`config.mk`:
```
export PLATFORM = sky130hd
export DESIGN_NAME = rfsh_sched
export DESIGN_NICKNAME = d
export VERILOG_FILES = /design/src/rtl/rfsh_pkg.sv /design/src/rtl/rfsh_tick.sv /design/src/rtl/rfsh_pend.sv /design/src/rtl/rfsh_seq.sv /design/src/rtl/rfsh_sched.sv
export SDC_FILE = /design/constraint.sdc
export NUM_CORES = 1
export LEC_CHECK = 0
export BUFFER_PORTS_ARGS = -buffer_cell sky130_fd_sc_hd__buf_2
export CORE_MARGIN = 2
export CORE_UTILIZATION = 38
export CTS_BUF_LIST = sky130_fd_sc_hd__clkbuf_8
export DETAILED_ROUTE_END_ITERATION = 6
export GPL_ROUTABILITY_DRIVEN = 0
export PLACE_DENSITY = 0.57
export SYNTH_ARGS = -nofsm -noshare
export SYNTH_HDL_FRONTEND = slang
export SYNTH_SLANG_ARGS = --single-unit
```
`constraint.sdc`:
```
create_clock -name clk -period 5.6 [get_ports clk]
set_input_delay 1.12 -clock clk [delete_from_list [all_inputs] [get_ports clk]]
set_output_delay 1.12 -clock clk [all_outputs]
set_load 0.05 [all_outputs]
```
`src/rtl/rfsh_pkg.sv`:
```
package rfsh_pkg;
  typedef enum logic [1:0] {
    ST_IDLE,
    ST_CAS_LEAD,
    ST_RAS_LOW,
    ST_PRECHG
  } rfsh_state_e;
endpackage

```
`src/rtl/rfsh_tick.sv`:
```
module rfsh_tick #(
  parameter int INTERVAL = 1562
) (
  input  logic clk,
  input  logic rst_n,
  output logic tick_o
);
  localparam int TW = (INTERVAL > 1) ? $clog2(INTERVAL) : 1;
  localparam logic [TW-1:0] LAST = TW'(INTERVAL - 1);

  logic [TW-1:0] cnt_q;

  always_ff @(posedge clk) begin
    if (!rst_n)            cnt_q <= '0;
    else if (cnt_q == LAST) cnt_q <= '0;
    else                   cnt_q <= cnt_q + 1'b1;
  end

  assign tick_o = (cnt_q == LAST);
endmodule

```
`src/rtl/rfsh_pend.sv`:
```
module rfsh_pend #(
  parameter int PEND_MAX = 8
) (
  input  logic clk,
  input  logic rst_n,
  input  logic inc_i,
  input  logic dec_i,
  output logic has_o
);
  localparam int PW = $clog2(PEND_MAX + 1);
  localparam logic [PW-1:0] CAP = PW'(PEND_MAX);

  logic [PW-1:0] cnt_q;

  always_ff @(posedge clk) begin
    if (!rst_n) begin
      cnt_q <= '0;
    end else begin
      unique case ({inc_i, dec_i})
        2'b10:   if (cnt_q != CAP) cnt_q <= cnt_q + 1'b1;
        2'b01:   if (cnt_q != '0)  cnt_q <= cnt_q - 1'b1;
        default: cnt_q <= cnt_q;
      endcase
    end
  end

  assign has_o = (cnt_q != '0);
endmodule

```
`src/rtl/rfsh_seq.sv`:
```
module rfsh_seq
  import rfsh_pkg::*;
#(
  parameter int ROW_W = 10,
  parameter int T_CSR = 2,
  parameter int T_RAS = 6,
  parameter int T_PRE = 4
) (
  input  logic             clk,
  input  logic             rst_n,
  input  logic             has_pend_i,
  input  logic             gnt_i,
  input  logic             mode_ro_i,
  output logic             take_o,
  output logic             req_o,
  output logic             busy_o,
  output logic             ras_n_o,
  output logic             cas_n_o,
  output logic [ROW_W-1:0] row_o,
  output logic             addr_en_o
);
  localparam int TMAX = (T_CSR > T_RAS) ? ((T_CSR > T_PRE) ? T_CSR : T_PRE)
                                        : ((T_RAS > T_PRE) ? T_RAS : T_PRE);
  localparam int CW = $clog2(TMAX + 1);
  localparam logic [CW-1:0] CSR_END = CW'(T_CSR - 1);
  localparam logic [CW-1:0] RAS_END = CW'(T_RAS - 1);
  localparam logic [CW-1:0] PRE_END = CW'(T_PRE - 1);

  rfsh_state_e     st_q, st_d;
  logic [CW-1:0]   cnt_q, cnt_d;
  logic            ro_q, ro_d;
  logic [ROW_W-1:0] row_q;
  logic            ras_n_q, cas_n_q, aen_q;
  logic            take;

  always_comb begin
    st_d = st_q;
    take = 1'b0;
    unique case (st_q)
      ST_IDLE: if (has_pend_i && gnt_i) take = 1'b1;
      ST_CAS_LEAD: if (cnt_q == CSR_END) st_d = ST_RAS_LOW;
      ST_RAS_LOW:  if (cnt_q == RAS_END) st_d = ST_PRECHG;
      ST_PRECHG: begin
        if (cnt_q == PRE_END) begin
          if (has_pend_i) take = 1'b1;
          else            st_d = ST_IDLE;
        end
      end
      default: st_d = ST_IDLE;
    endcase
    ro_d = take ? mode_ro_i : ro_q;
    if (take) st_d = mode_ro_i ? ST_RAS_LOW : ST_CAS_LEAD;
    cnt_d = (st_d != st_q) ? '0 : cnt_q + 1'b1;
  end

  always_ff @(posedge clk) begin
    if (!rst_n) begin
      st_q    <= ST_IDLE;
      cnt_q   <= '0;
      ro_q    <= 1'b0;
      row_q   <= '0;
      ras_n_q <= 1'b1;
      cas_n_q <= 1'b1;
      aen_q   <= 1'b0;
    end else begin
      st_q    <= st_d;
      cnt_q   <= cnt_d;
      ro_q    <= ro_d;
      if (st_q == ST_RAS_LOW && st_d == ST_PRECHG && ro_q) row_q <= row_q + 1'b1;
      ras_n_q <= (st_d != ST_RAS_LOW);
      cas_n_q <= !((st_d == ST_CAS_LEAD) || (st_d == ST_RAS_LOW && !ro_d));
      aen_q   <= (st_d == ST_RAS_LOW) && ro_d;
    end
  end

  assign take_o    = take;
  assign req_o     = has_pend_i && (st_q == ST_IDLE);
  assign busy_o    = (st_q != ST_IDLE);
  assign ras_n_o   = ras_n_q;
  assign cas_n_o   = cas_n_q;
  assign row_o     = row_q;
  assign addr_en_o = aen_q;
endmodule

```
`src/rtl/rfsh_sched.sv`:
```
module rfsh_sched #(
  parameter int ROW_W      = 10,
  parameter int WINDOW_CYC = 1_600_000,
  parameter int PEND_MAX   = 8,
  parameter int T_CSR      = 2,
  parameter int T_RAS      = 6,
  parameter int T_RP       = 4,
  parameter int T_CP       = 2
) (
  input  logic             clk,
  input  logic             rst_n,
  input  logic             ras_only_i,
  input  logic             gnt_i,
  output logic             req_o,
  output logic             busy_o,
  output logic             ras_n_o,
  output logic             cas_n_o,
  output logic             we_n_o,
  output logic             oe_n_o,
  output logic [ROW_W-1:0] row_addr_o,
  output logic             addr_en_o
);
  localparam int ROWS     = 1 << ROW_W;
  localparam int INTERVAL = WINDOW_CYC / ROWS;
  localparam int T_PRE    = (T_RP > T_CP) ? T_RP : T_CP;

  logic tick, take, has_pend;

  rfsh_tick #(.INTERVAL(INTERVAL)) tick_i (
    .clk    (clk),
    .rst_n  (rst_n),
    .tick_o (tick)
  );

  rfsh_pend #(.PEND_MAX(PEND_MAX)) pend_i (
    .clk   (clk),
    .rst_n (rst_n),
    .inc_i (tick),
    .dec_i (take),
    .has_o (has_pend)
  );

  rfsh_seq #(
    .ROW_W (ROW_W),
    .T_CSR (T_CSR),
    .T_RAS (T_RAS),
    .T_PRE (T_PRE)
  ) seq_i (
    .clk        (clk),
    .rst_n      (rst_n),
    .has_pend_i (has_pend),
    .gnt_i      (gnt_i),
    .mode_ro_i  (ras_only_i),
    .take_o     (take),
    .req_o      (req_o),
    .busy_o     (busy_o),
    .ras_n_o    (ras_n_o),
    .cas_n_o    (cas_n_o),
    .row_o      (row_addr_o),
    .addr_en_o  (addr_en_o)
  );

  assign we_n_o = 1'b1;
  assign oe_n_o = 1'b1;
endmodule

```
==> metrics.md <==
| Metric | Value |
|---|---|
| Status | `completed` |
| Crit Path Category | `in -> reg` |
| Postcts setup bufs | `0` |
| Worst-Margin Slew | `0.647 ns` |
| Commonest non-fill, non-tap cell in the layout | `dfxtp_1` |
| Starting density of the core | `0.391` |
| Die area | `5780 um2` |
| Vias in the first global route | `~1,500` |
| Ys flop type | `dfxtp_1` |
| Hold Worst Slack | `0.457 ns` |
| Max Cap Viol | `0` |
| CTS clk-pin slew, worst paths | `~0.070 ns` |
| Final Critical Period | `3.00 ns` |
| Die height | `76.0 um` |
| Worst Path Required | `5.76 ns` |
| Post-synth EDFFs | `0` |
| HPWL Detailed | `between 2 and 3 mm` |
| Fin Setup TNS | `0 ns` |
| Congestion Overflow GR | `0` |
| Num ports | `21` |
| Starting DRT DRC Count | `80` |
| Number of detailed-route iterations in the first pass | `4` |
| Final core utilization | `0.433` |
| Core area | `5040 um2` |
| Post-synthesis sequential area ratio | `0.345` |
| DR DRC count | `0` |
| Max Freq | `between 300 and 400 MHz` |
| Largest net degree at the start of global routing | `24` |
| Routed Antenna Nets | `0` |
| Via/cell ratio | `5.24` |
| Cells after synthesis | `~220` |
| Total Routing Usage GR | `0.138` |
| Yosys Warn Count | `0` |
| Final count of negative-setup-slack endpoints | `0` |
| Clock root cell | `clkbuf_8` |
| Number of synthesized register bits | `34` |
| Power density cells | `210 nW/um2` |
| CP arrival | `between 3 and 4 ns` |
| Via count | `1,631` |
| CTS-repair resized insts | `0` |
| Clk Latency, worst-skew pair | `0.29 ns` |
| Final Skew | `0.00690 ns` |
| Width of the chip | `76.0 um` |
| Worst Hold Class | `reg -> reg` |
| Routed wire length | `3.88 mm` |
| CTS tree | `yes` |
| Row count | `26` |
| Worst Setup Start Kind | `input pin` |
| Routed length per instance | `roughly 12 um` |
| RSZ-0062 raised after global routing | `false` |
| Post-synthesis cell type count | `52` |
| Port buffer count | `18` |
| Most frequent cells in the layout | `dfxtp_1 (34), buf_2 (18), nor2_1 (17), ha_1 (15), inv_1 (14)` |
| Layout cells sized above 1 | `0.137` |
| Mapped Area | `between 1500 and 2000 um2` |
| Hold buffers post-CTS | `0` |
| Global-route wire length before repair | `roughly 6.5 mm` |
| H-Tree Depth | `2` |
| Clock buffer count from CTS | `5` |
| Antenna Cells | `0` |
| Initial antenna violation count | `0` |
| Max VDD drop | `95.5 uV` |
| Crit-path max FO | `6` |
| Slew Limit Headroom | `0.563` |
| P_leak | `0.861 nW` |
| Clk sinks | `34` |
| Syn_area_per_cell | `8.84 um2` |
| Final slew viol count | `0` |
| P&R area growth vs syn | `10.7%` |
| Final Hold Viols | `0` |
| Endpoint type of the worst setup path | `flop` |
| Final Cycle Share | `0.536` |
| FFs w/ async S/R, synth | `0` |
| CTS max path bufs | `2` |
| Nets@finish | `259` |
worst max-delay path, cell delays in order:
cell and delay (ns):
buf_2 0.09, a22oi_1 0.07, or3_1 0.49, inv_4 0.14
ha_1 0.28, mux2i_1 0.11, o41ai_1 0.53, a21oi_1 0.11
xnor2_1 0.16, nor2_1 0.05
flip-flops by register name, indices dropped and copies added (netlist names):
signal,cells
pend_i.cnt_q,4
seq_i.addr_en_o,1
seq_i.cas_n_o,1
seq_i.cnt_q,3
seq_i.ras_n_o,1
seq_i.ro_q,1
seq_i.row_o,10
seq_i.st_q,2
tick_i.cnt_q,11
layer usage:
metal / routed length (um) / vias up / GRT usage
li1: - / 849 / -
met2: 1750 / 28 / 0.217
met3: 147 / 2 / 0.0415
met5: 0 / - / 0
met4: 19 / 0 / 0.0509
met1: 1960 / 752 / 0.178
final timing paths:
path	from	end	slack (ns)	cells past startpoint
setup / recovery	gnt_i	pend_i.cnt_q[3]	2.60	10
hold / removal	seq_i.cnt_q[0]	seq_i.cnt_q[0]	0.46	1
setup reg to reg	seq_i.st_q[1]	pend_i.cnt_q[3]	2.62	10
hold reg to reg	seq_i.cnt_q[0]	seq_i.cnt_q[0]	0.46	1
power breakdown:
group,internal (W),switching [W]
clock network,0.0000987,0.0000901
registers,0.000246,0.00000285
logic,0.00000712,0.0000134
layout make-up:
cell class | count | area (um2)
flip-flops and latches | 34 | 681
repair buffers | 18 | 90.1
inverters | 15 | 58.8
multi-input cells | 166 | 1170
fillers | 539 | 2860
clock inverters | 2 | 12.5
clock buffers | 6 | 82.6
well taps | 70 | 87.6
cells by family after synthesis:
family	after synthesis	share of synthesized area
AO/OA/AOI/OAI	54	0.191
XOR/XNOR	12	0.0533
adder cells (fa/ha/maj)	15	0.0952
buffers and inverters	24	0.0629
flip-flops	34	0.345
multiplexers	3	0.0152
other	1	0.00190
AND/OR/NAND/NOR	80	0.235
cell usage after synthesis, types with 2 or more instances:
master | n | area [um2]
o31ai_1 | 5 | 37.5
a22o_1 | 2 | 17.5
mux2i_1 | 3 | 30.0
or4_1 | 6 | 45.0
nand2_1 | 11 | 41.3
nor4b_1 | 2 | 17.5
and3_1 | 2 | 12.5
nand4_1 | 7 | 43.8
buf_4 | 4 | 30.0
nor2b_1 | 3 | 18.8
nor2_1 | 17 | 63.8
and2_1 | 3 | 18.8
a211oi_1 | 2 | 15.0
a31oi_1 | 3 | 18.8
nor3_1 | 3 | 15.0
dfxtp_1 | 34 | 681
a211o_1 | 2 | 17.5
a21oi_1 | 13 | 65.1
inv_1 | 14 | 52.6
buf_6 | 2 | 22.5
nand3_1 | 10 | 50.1
a22oi_1 | 2 | 15.0
ha_1 | 15 | 188
and3b_1 | 3 | 26.3
nand2b_1 | 4 | 25.0
xor2_1 | 7 | 61.3
clkbuf_1 | 2 | 7.51
o21ai_0 | 11 | 55.1
xnor2_1 | 5 | 43.8
a2111oi_0 | 2 | 17.5
o41ai_1 | 2 | 17.5
or3_1 | 2 | 12.5
through the flow:
step | worst slack, ns | power (W) | cell area, um2 | cells
after floorplan | 2.71 | 0.000271 | 1970 | 224
after global placement | 2.34 | 0.000275 | 2090 | 303
after detailed placement | 2.30 | 0.000275 | 2090 | 303
after CTS | 2.61 | 0.000467 | 2180 | 311
after global routing | 2.36 | 0.000482 | 2180 | 311
final | 2.60 | 0.000458 | 2180 | 311
Power figures use the tool's default switching activity.
